==> config.mk <==
export PLATFORM = sky130hd
export DESIGN_NAME = arx_word_filter
export DESIGN_NICKNAME = d
export VERILOG_FILES = /design/src/rtl/arx_pkg.sv /design/src/rtl/arx_label_map.sv /design/src/rtl/arx_word_check.sv /design/src/rtl/arx_rx_fifo.sv /design/src/rtl/arx_word_filter.sv
export SDC_FILE = /design/constraint.sdc
export NUM_CORES = 2
export LEC_CHECK = 0
export ABC_AREA = 0
export BUFFER_PORTS_ARGS = -buffer_cell sky130_fd_sc_hd__buf_4
export CAP_MARGIN = 25
export CORE_MARGIN = 5
export CORE_UTILIZATION = 50
export DETAILED_ROUTE_END_ITERATION = 10
export GPL_TIMING_DRIVEN = 1
export PLACE_DENSITY = 0.66
export SLEW_MARGIN = 30
export SYNTH_ARGS = -nofsm -noshare
export SYNTH_HDL_FRONTEND = slang
export SYNTH_SLANG_ARGS = --single-unit
==> constraint.sdc <==
create_clock -name clk -period 7.8 [get_ports clk]
set_clock_uncertainty 0.15 [all_clocks]
set_input_delay 0.78 -clock clk [delete_from_list [all_inputs] [get_ports clk]]
set_output_delay 0.78 -clock clk [all_outputs]
set_load 0.01 [all_outputs]
==> src/rtl/arx_pkg.sv <==
package arx_pkg;
    localparam int WORD_W  = 32;
    localparam int LABEL_W = 8;

    typedef enum logic [0:0] {
        ST_WAIT  = 1'b0,
        ST_JUDGE = 1'b1
    } arx_state_e;
endpackage

==> src/rtl/arx_label_map.sv <==
module arx_label_map #(
    parameter int LABEL_W = 8
) (
    input  logic               clk,
    input  logic               rst_n,
    input  logic               we,
    input  logic [LABEL_W-1:0] waddr,
    input  logic               wbit,
    input  logic [LABEL_W-1:0] raddr,
    output logic               hit
);
    localparam int ENTRIES = 1 << LABEL_W;

    logic [ENTRIES-1:0] bitmap;

    for (genvar i = 0; i < ENTRIES; i++) begin : g_entry
        always_ff @(posedge clk or negedge rst_n) begin
            if (!rst_n)
                bitmap[i] <= 1'b0;
            else if (we && (waddr == LABEL_W'(i)))
                bitmap[i] <= wbit;
        end
    end

    assign hit = bitmap[raddr];
endmodule

==> src/rtl/arx_word_check.sv <==
module arx_word_check #(
    parameter int WORD_W = 32
) (
    input  logic              map_hit,
    input  logic [WORD_W-1:0] word_in,
    input  logic              lbl_en,
    input  logic              dec_en,
    input  logic              dec_b9,
    input  logic              dec_b10,
    output logic [WORD_W-1:0] word_out,
    output logic              keep
);
    logic odd_ok;
    logic lbl_ok;
    logic dec_ok;

    always_comb begin
        odd_ok   = ^word_in;
        word_out = {~odd_ok, word_in[WORD_W-2:0]};
        lbl_ok   = !lbl_en || map_hit;
        dec_ok   = !dec_en || ((word_in[8] == dec_b9) && (word_in[9] == dec_b10));
        keep     = lbl_ok && dec_ok;
    end
endmodule

==> src/rtl/arx_rx_fifo.sv <==
module arx_rx_fifo #(
    parameter int WORD_W = 32,
    parameter int DEPTH  = 32
) (
    input  logic              clk,
    input  logic              rst_n,
    input  logic              push,
    input  logic [WORD_W-1:0] push_data,
    input  logic              pop,
    input  logic              ovf_clr,
    output logic [WORD_W-1:0] head,
    output logic              empty,
    output logic              half_full,
    output logic              full,
    output logic              overflow
);
    localparam int AW = $clog2(DEPTH);
    localparam int CW = AW + 1;

    logic [WORD_W-1:0] mem [DEPTH];
    logic [AW-1:0]     wr_ptr;
    logic [AW-1:0]     rd_ptr;
    logic [CW-1:0]     count;
    logic              do_wr;
    logic              do_rd;

    always_comb begin
        empty     = (count == '0);
        full      = (count == CW'(DEPTH));
        half_full = (count >= CW'(DEPTH / 2));
        do_wr     = push && !full;
        do_rd     = pop && !empty;
        head      = mem[rd_ptr];
    end

    always_ff @(posedge clk) begin
        if (do_wr)
            mem[wr_ptr] <= push_data;
    end

    always_ff @(posedge clk or negedge rst_n) begin
        if (!rst_n) begin
            wr_ptr   <= '0;
            rd_ptr   <= '0;
            count    <= '0;
            overflow <= 1'b0;
        end else begin
            if (do_wr)
                wr_ptr <= wr_ptr + 1'b1;
            if (do_rd)
                rd_ptr <= rd_ptr + 1'b1;
            unique case ({do_wr, do_rd})
                2'b10:   count <= count + 1'b1;
                2'b01:   count <= count - 1'b1;
                default: count <= count;
            endcase
            if (push && full)
                overflow <= 1'b1;
            else if (ovf_clr)
                overflow <= 1'b0;
        end
    end

    a_r10_not_full_and_empty: assert property (@(posedge clk) disable iff (!rst_n)
        !(full && empty));
    a_r11_ovf_on_full_push: assert property (@(posedge clk) disable iff (!rst_n)
        (push && full) |=> overflow);
    a_r11_ovf_sticky: assert property (@(posedge clk) disable iff (!rst_n)
        (overflow && !ovf_clr) |=> overflow);
    a_r12_empty_pop: assert property (@(posedge clk) disable iff (!rst_n)
        (empty && pop && !push) |=> empty);
endmodule

==> src/rtl/arx_word_filter.sv <==
module arx_word_filter #(
    parameter int WORD_W  = arx_pkg::WORD_W,
    parameter int LABEL_W = arx_pkg::LABEL_W,
    parameter int DEPTH   = 32
) (
    input  logic              clk,
    input  logic              rst_n,
    input  logic              eos,
    input  logic [WORD_W-1:0] rx_word,
    input  logic              lbl_en,
    input  logic              dec_en,
    input  logic              dec_b9,
    input  logic              dec_b10,
    input  logic              map_we,
    input  logic [LABEL_W-1:0] map_addr,
    input  logic              map_bit,
    input  logic              rd_en,
    input  logic              ovf_clr,
    output logic [WORD_W-1:0] rd_data,
    output logic              empty,
    output logic              half_full,
    output logic              full,
    output logic              overflow
);
    import arx_pkg::*;

    arx_state_e        state_q;
    arx_state_e        state_d;
    logic [WORD_W-1:0] chk_word;
    logic              chk_keep;
    logic              map_hit;
    logic [WORD_W-1:0] held_word;
    logic              held_keep;
    logic              fifo_push;

    arx_label_map #(.LABEL_W(LABEL_W)) u_map (
        .clk   (clk),
        .rst_n (rst_n),
        .we    (map_we),
        .waddr (map_addr),
        .wbit  (map_bit),
        .raddr (rx_word[LABEL_W-1:0]),
        .hit   (map_hit)
    );

    arx_word_check #(.WORD_W(WORD_W)) u_chk (
        .map_hit  (map_hit),
        .word_in  (rx_word),
        .lbl_en   (lbl_en),
        .dec_en   (dec_en),
        .dec_b9   (dec_b9),
        .dec_b10  (dec_b10),
        .word_out (chk_word),
        .keep     (chk_keep)
    );

    always_ff @(posedge clk or negedge rst_n) begin
        if (!rst_n) begin
            state_q   <= ST_WAIT;
            held_word <= '0;
            held_keep <= 1'b0;
        end else begin
            state_q <= state_d;
            if (eos) begin
                held_word <= chk_word;
                held_keep <= chk_keep;
            end
        end
    end

    always_comb begin
        state_d   = state_q;
        fifo_push = 1'b0;
        unique case (state_q)
            ST_WAIT: begin
                if (eos)
                    state_d = ST_JUDGE;
            end
            ST_JUDGE: begin
                fifo_push = held_keep;
                state_d   = eos ? ST_JUDGE : ST_WAIT;
            end
            default: state_d = ST_WAIT;
        endcase
    end

    arx_rx_fifo #(.WORD_W(WORD_W), .DEPTH(DEPTH)) u_fifo (
        .clk       (clk),
        .rst_n     (rst_n),
        .push      (fifo_push),
        .push_data (held_word),
        .pop       (rd_en),
        .ovf_clr   (ovf_clr),
        .head      (rd_data),
        .empty     (empty),
        .half_full (half_full),
        .full      (full),
        .overflow  (overflow)
    );

    a_r1_push_after_eos: assert property (@(posedge clk) disable iff (!rst_n)
        fifo_push |-> $past(eos));
    a_r2_body_kept: assert property (@(posedge clk) disable iff (!rst_n)
        fifo_push |-> (held_word[WORD_W-2:0] == $past(rx_word[WORD_W-2:0])));
endmodule

== Yosys cells after proc, flatten, opt, wreduce, memory -nomap -nowiden ==
Memories as Yosys holds them, arrays and structs flattened.
Cells that the tools add are included.

* $add $sub $neg: 4
* $lt $le $gt $ge: 2
* Eq/ne operators: 260
* Multiplexer cells: 9
* Bitwise logic cells: 1
* Reductions and logical operators: 272

{| class="wikitable"
|+ Operators by type and width
! cell !! count
|-
| $eq A8 B8 Y1 const B || 128
|-
| $eq A8 B7 Y1 const B || 64
|-
| $logic_and A1 B1 Y1 || 261
|-
| $eq A8 B6 Y1 const B || 32
|-
| $eq A8 B5 Y1 const B || 16
|-
| $eq A8 B4 Y1 const B || 8
|-
| $eq A8 B3 Y1 const B || 4
|-
| $reduce_xor A32 Y1 || 1
|-
| $eq A8 B2 Y1 const B || 2
|-
| $pmux W6 S2 || 1
|-
| $add A5 B1 Y5 const B || 2
|-
| $lt A8 B9 Y1 const B || 1
|-
| $bmux W1 S8 || 1
|-
| $eq A8 B1 Y1 const B || 1
|-
| $logic_not A8 Y1 || 1
|-
| $mux W1 || 7
|-
| $add A6 B1 Y6 const B || 1
|-
| $eq A6 B6 Y1 const B || 1
|-
| $ge A6 B5 Y1 const B || 1
|-
| $logic_not A6 Y1 || 1
|-
| $sub A6 B1 Y6 const B || 1
|-
| $logic_not A1 Y1 || 4
|-
| $reduce_bool A2 Y1 || 2
|-
| $eq A1 B1 Y1 || 2
|-
| other kinds (4) || 5
|}

* Register bits after elaboration: 307
* RAM bits: 1024
* Input port bits: 51
* Word-level logic and storage cells: 812
* Memories kept: 1

{| class="wikitable"
|+ Memories
! memory !! depth !! width !! read ports !! clocked after Yosys merged registers in !! write ports !! RTL line !! source
|-
| u_fifo.mem || 32 || 32 || 1 || 0 || 1 || arx_rx_fifo.sv:20 || <nowiki>logic [WORD_W-1:0] mem [DEPTH];</nowiki>
|}

== Logic depth before layout (Yosys ltp) ==
* Depth in word-level cells: 5
* Gate-level depth with buffers: 13

== By module ==
A second synthesis with hierarchy kept.

* Cell total of the unflattened synthesis: 3073
* Area, all modules: 54907.7 µm²

{| class="wikitable"
|+ By module, submodules not included
! module !! instances !! cells each !! area an instance (µm²) !! sequential area each (µm²)
|-
| arx_rx_fifo || 1 || 1805 || 39849.5 || 31174.9
|-
| arx_label_map || 1 || 1129 || 13108.8 || 6406.1
|-
| arx_word_filter || 1 || 72 || 1412.6 || 850.8
|-
| arx_word_check || 1 || 67 || 536.8 || 0.0
|}

== Worst setup path after synthesis ==
OpenSTA, ideal clock, no wires.

* Kind: register to register
* Start: register u_fifo.count[0]
* End: register u_fifo.count[5]
* Library setup time: 0.125 ns
* Arrival time: 3.197 ns
* Setup slack: 4.328 ns
* Cell stages (with the launch flop): 14
* Path buffers: 0
* Clock period less this slack: 3.472 ns
* Path through: dfrtp_1 or4_1 nor3b_1 nor2_1 inv_1 ha_1 ha_1 a21o_1 a21oi_1 o21bai_1 a21oi_1 xor2_1 nor2_1 xor2_1

* Longest elaborated chain between the ends: 5

{| class="wikitable"
|+ RTL lines
! item !! RTL line !! source
|-
| start: declaration || arx_rx_fifo.sv:23 || <nowiki>logic [CW-1:0] count;</nowiki>
|-
| start signal: assignment || arx_rx_fifo.sv:53 || <nowiki>2'b10: count <= count + 1'b1;</nowiki>
|-
| start signal: assignment || arx_rx_fifo.sv:54 || <nowiki>2'b01: count <= count - 1'b1;</nowiki>
|-
| start signal: assignment || arx_rx_fifo.sv:55 || <nowiki>default: count <= count;</nowiki>
|-
| $eq A6 B6 Y1 * || arx_rx_fifo.sv:29 || <nowiki>full = (count == CW'(DEPTH));</nowiki>
|-
| net full || arx_word_filter.sv:22 || <nowiki>output logic full,</nowiki>
|-
| $logic_not A1 Y1 * || arx_rx_fifo.sv:31 || <nowiki>do_wr = push && !full;</nowiki>
|-
| $logic_and A1 B1 Y1 * || arx_rx_fifo.sv:31 ||
|-
| $eq A2 B1 Y1 / $eq A2 B2 Y1 (equally long branches) || arx_rx_fifo.sv:52 || <nowiki>unique case ({do_wr, do_rd})</nowiki>
|-
| $pmux W6 S2 / $reduce_bool A2 Y1 (equally long branches) || -- ||
|}

Mark *: on every way through the listed nets, which the timed path passes. The rest lies on a longest branch.
A chain may end at the register's enable or synchronous reset.

== Worst setup path in the final report ==
* Start: register u_fifo.rd_ptr[0]
* End: output rd_data[28]

* Longest elaborated chain between the ends: 1

{| class="wikitable"
|+ RTL lines
! item !! RTL line !! source
|-
| start: declaration || arx_rx_fifo.sv:22 || <nowiki>logic [AW-1:0] rd_ptr;</nowiki>
|-
| start signal: assignment || arx_rx_fifo.sv:51 || <nowiki>rd_ptr <= rd_ptr + 1'b1;</nowiki>
|-
| $mem_v2 Z32 W32 || -- ||
|-
| end: declaration || arx_word_filter.sv:19 || <nowiki>output logic [WORD_W-1:0] rd_data,</nowiki>
|}

Every way passes these cells.

==> out/metrics.csv <==
metric,value,unit
status,completed,
CP max stage delay,0.98,ns
post-route cell area,61500,um2
H-Tree Depth,4,
Root Buffer,clkbuf_16,
GP Congestion,0.769,
Worst path most repeated cell,mux4_2,
sequential cell area,38500,um2
GRT busiest layer,met2,
drt initial violations,2753,
# nets final,2966,
post-synthesis sequential area ratio,0.705,
Std-Cell Rows,121,
Initial Utilization,0.502,
Main synth FF type,edfxtp_1,
Mapped Nets,2841,
Post-synth EDFFs,1024,
Final TNS setup,0,ns
Syn. warnings,0,
die area,116000,um2
CP bufs+invs,3,
CP endpoint kind,output pin,
area taken by multi-input logic gates,15500,um2
Worst Path Arrival,4.32,ns
Worst Setup Start Kind,flop,
PortBufs,86,
path type of the worst setup path,reg2out,
Max-Cap Viols,0,
Sw Ratio,0.280,
I/O pins,87,
vias in the first global route,28900,
max-slew violation count,0,
Sequential Power Share,0.434,
Hold WS,0.0974,ns
cell-internal power,0.0143,W
Synth area leader,edfxtp_1,
max_slew headroom,0.366,
Skew-Pair Late Insertion Delay,0.74,ns
Worst VDD drop,228,uV
first-pass GRT wire length,199000,um
global routing usage on met3,0.0488,
Min-Delay Path Class,in2reg,
"delay-heaviest family, CP",multiplexers,
Synth top cells by count,"edfxtp_1, mux4_2, mux2_2, dfrtp_1, nand2_1",
post-DR vias/cell,6.22,
ANT nets after route,0,
unrepaired setup endpoints after global routing,false,
antenna violations before repair,4,
Logic pwr share,0.240,
Seq cells post-synth,1331,
largest net degree at the start of global routing,166,
Syn Inst Count,2779,
Psw,0.00554,W
dpl hpwl,71700,um
average size of a mapped cell,19.6,um2
reg2reg setup slack,3.68,ns
Die X,340,um
Clock Pin Slew Worst Setup and Hold Paths,0.06,ns
DRC,0,
ratio of cells with drive above 1 in the final layout,0.380,
core box area,109000,um2
top-count cell post-synth,edfxtp_1,
post-synth top area share,0.564,
Post-synth ARST share,0.231,
Critical Path RT,6.87,ns
worst slew pin tran,0.951,ns
CTS tree,done,
Synth area leaders,"edfxtp_1, mux4_2, dfrtp_1",
DP Area,56900,um2
CP Cell Sequence,buf_12 > buf_16 > mux4_2 > mux4_2 > mux2_2 > buf_4,
Power per Cell Area,322,nW/um2
Worst path slowest cell,dfrtp_4,
final setup vio count,0,
Clock Tree Buf Depth,3,
drt pass-1 iters,5,
clock sinks,1331,
met1 usage in global routing,0.336,
TritonCTS Buffers,139,
worst-path fanout max,78,
DP Cell Count,4172,
Cell variety after synth,53,
# fillers,7876,
Tot GR Track Use,0.236,
Post-CTS Resized,0,
vias,27500,
fmax,191,MHz
total gr overflow,0,
Routed WL per cell,30.6,um
Final period util,0.673,
die height,340,um
Layout Cells excl Fill,4428,
Fin. Hold Viols,0,
area grow syn2layout,13.0,%
Synth Cell Area,54500,um2
clock share of power,0.326,
GRT met2 Usage,0.379,
leakage,21.3,nW
Routed WL,136000,um
crit path time final,5.25,ns
[worst reg2reg max path, delay by kind of cell (launching register included)]
kind | cells | cell delay, ns
adders and majority gates | 2 | 0.62
and+or+nand+nor | 4 | 1.66
AOI/OAI and AO/OA | 4 | 0.66
buffers and inverters | 1 | 0.17
DFF | 1 | 0.43
xor gates and xnor gates | 2 | 0.31
[kinds of logic (layout without fill, tap and decap cells)]
| family | Yosys count | after routing | synth area share |
|---|---|---|---|
| flip-flops | 1331 | 1331 | 0.705 |
| multiplexers | 723 | 723 | 0.228 |
| AND/OR/NAND/NOR | 436 | 436 | 0.0339 |
| buffers and inverters | 187 | 421 | 0.0170 |
| XOR/XNOR | 46 | 46 | 0.00739 |
| AO/OA/AOI/OAI | 45 | 45 | 0.00521 |
| adder cells (fa/ha/maj) | 11 | 11 | 0.00266 |
| other | 0 | 1 | 0 |
[layer usage]
metal / share of wire / up-vias
met3: 0.086 / 218
met2: 0.49 / 1219
met4: 0.024 / 4
met1: 0.40 / 14800
li1: - / 11300
met5: 0.00018 / -
[sequential cells by signal (all words and copies together), names as in the netlist]
signal           count
u_map.bitmap       256
u_fifo.mem        1024
u_fifo.rd_ptr        5
u_fifo.overflow      1
held_keep            1
state_q              1
u_fifo.count         6
u_fifo.wr_ptr        5
held_word           32
[worst paths after layout]
| path | from | to | cells after the start |
|---|---|---|---|
| setup / recovery | u_fifo.rd_ptr[0]$_DFFE_PN0P_ | rd_data[28] | 6 |
| hold / removal | ovf_clr | u_fifo.overflow$_DFFE_PN0P_ | 2 |
| setup reg to reg | u_fifo.count[0]$_DFFE_PN0P_ | u_fifo.count[5]$_DFFE_PN0P_ | 13 |
| hold reg to reg | u_fifo.count[5]$_DFFE_PN0P_ | u_fifo.count[5]$_DFFE_PN0P_ | 1 |
| max in group asynchronous | rst_n | held_word[6]$_DFFE_PN0P_ | 3 |
| min in group asynchronous | rst_n | u_map.bitmap[76]$_DFFE_PN0P_ | 2 |
[area by class of cell]
class | instances | share of cell area
Antenna cell | 1 | 0.0000407
Clock buffer | 183 | 0.0615
Multi-Input combinational cell | 1261 | 0.251
Clock inverter | 67 | 0.0111
Inverter | 8 | 0.000488
Sequential cell | 1331 | 0.625
Tap cell | 1414 | 0.0287
Timing Repair Buffer | 163 | 0.0220
[placed cells by master, fill, tap and decap left out, types with 3 or more instances in the layout]
master,Yosys,layout
a21oi_1,11,11
buf_12,2,4
buf_16,0,3
buf_4,26,152
bufinv_16,0,9
clkbuf_1,113,33
clkbuf_16,0,142
clkbuf_8,0,8
clkinv_1,1,17
clkinv_2,0,28
clkinv_8,0,3
dfrtp_1,307,287
dfrtp_2,0,16
dfrtp_4,0,4
edfxtp_1,1024,1024
ha_1,10,10
inv_1,7,7
inv_6,0,4
mux2_2,325,325
mux2i_1,15,15
mux4_2,381,381
nand2_1,285,285
nand2b_1,9,9
nand3_1,12,12
nand4_1,5,5
nor2_1,60,23
nor2_2,0,5
nor2_4,0,32
nor2b_1,5,5
nor3_1,25,20
nor3_2,0,3
nor3b_1,6,6
nor4_1,10,3
nor4_2,0,7
o211ai_1,3,3
o21ai_0,14,14
or2_2,3,3
xnor2_1,36,36
xor2_1,10,10
[per-stage QoR]
step                power, W  setup WS [ns]   util
finish                0.0198           2.55  0.567
global route          0.0206           2.24  0.567
CTS                   0.0200           2.47  0.566
detailed placement    0.0135           3.26  0.525
global placement      0.0134           3.28  0.524
floorplan             0.0118           4.33      -
[power by group through the flow]
stage                     Combinational, W  Sequential (W)  Clock [W]
after floorplan                    0.00343         0.00837          0
after global placement             0.00473         0.00871          0
after detailed placement           0.00479         0.00875          0
after CTS                          0.00481         0.00861    0.00657
after global routing               0.00505         0.00865    0.00691
final                              0.00476         0.00859    0.00645
[what timing repair did]
item / CTS / global route
hold buffers: 1 / 0
buffers inserted: 0 / 0
endpoints found under the hold margin: 91 / 0
endpoints found under the setup margin: 0 / 0
(Power assumes the default switching activity.)
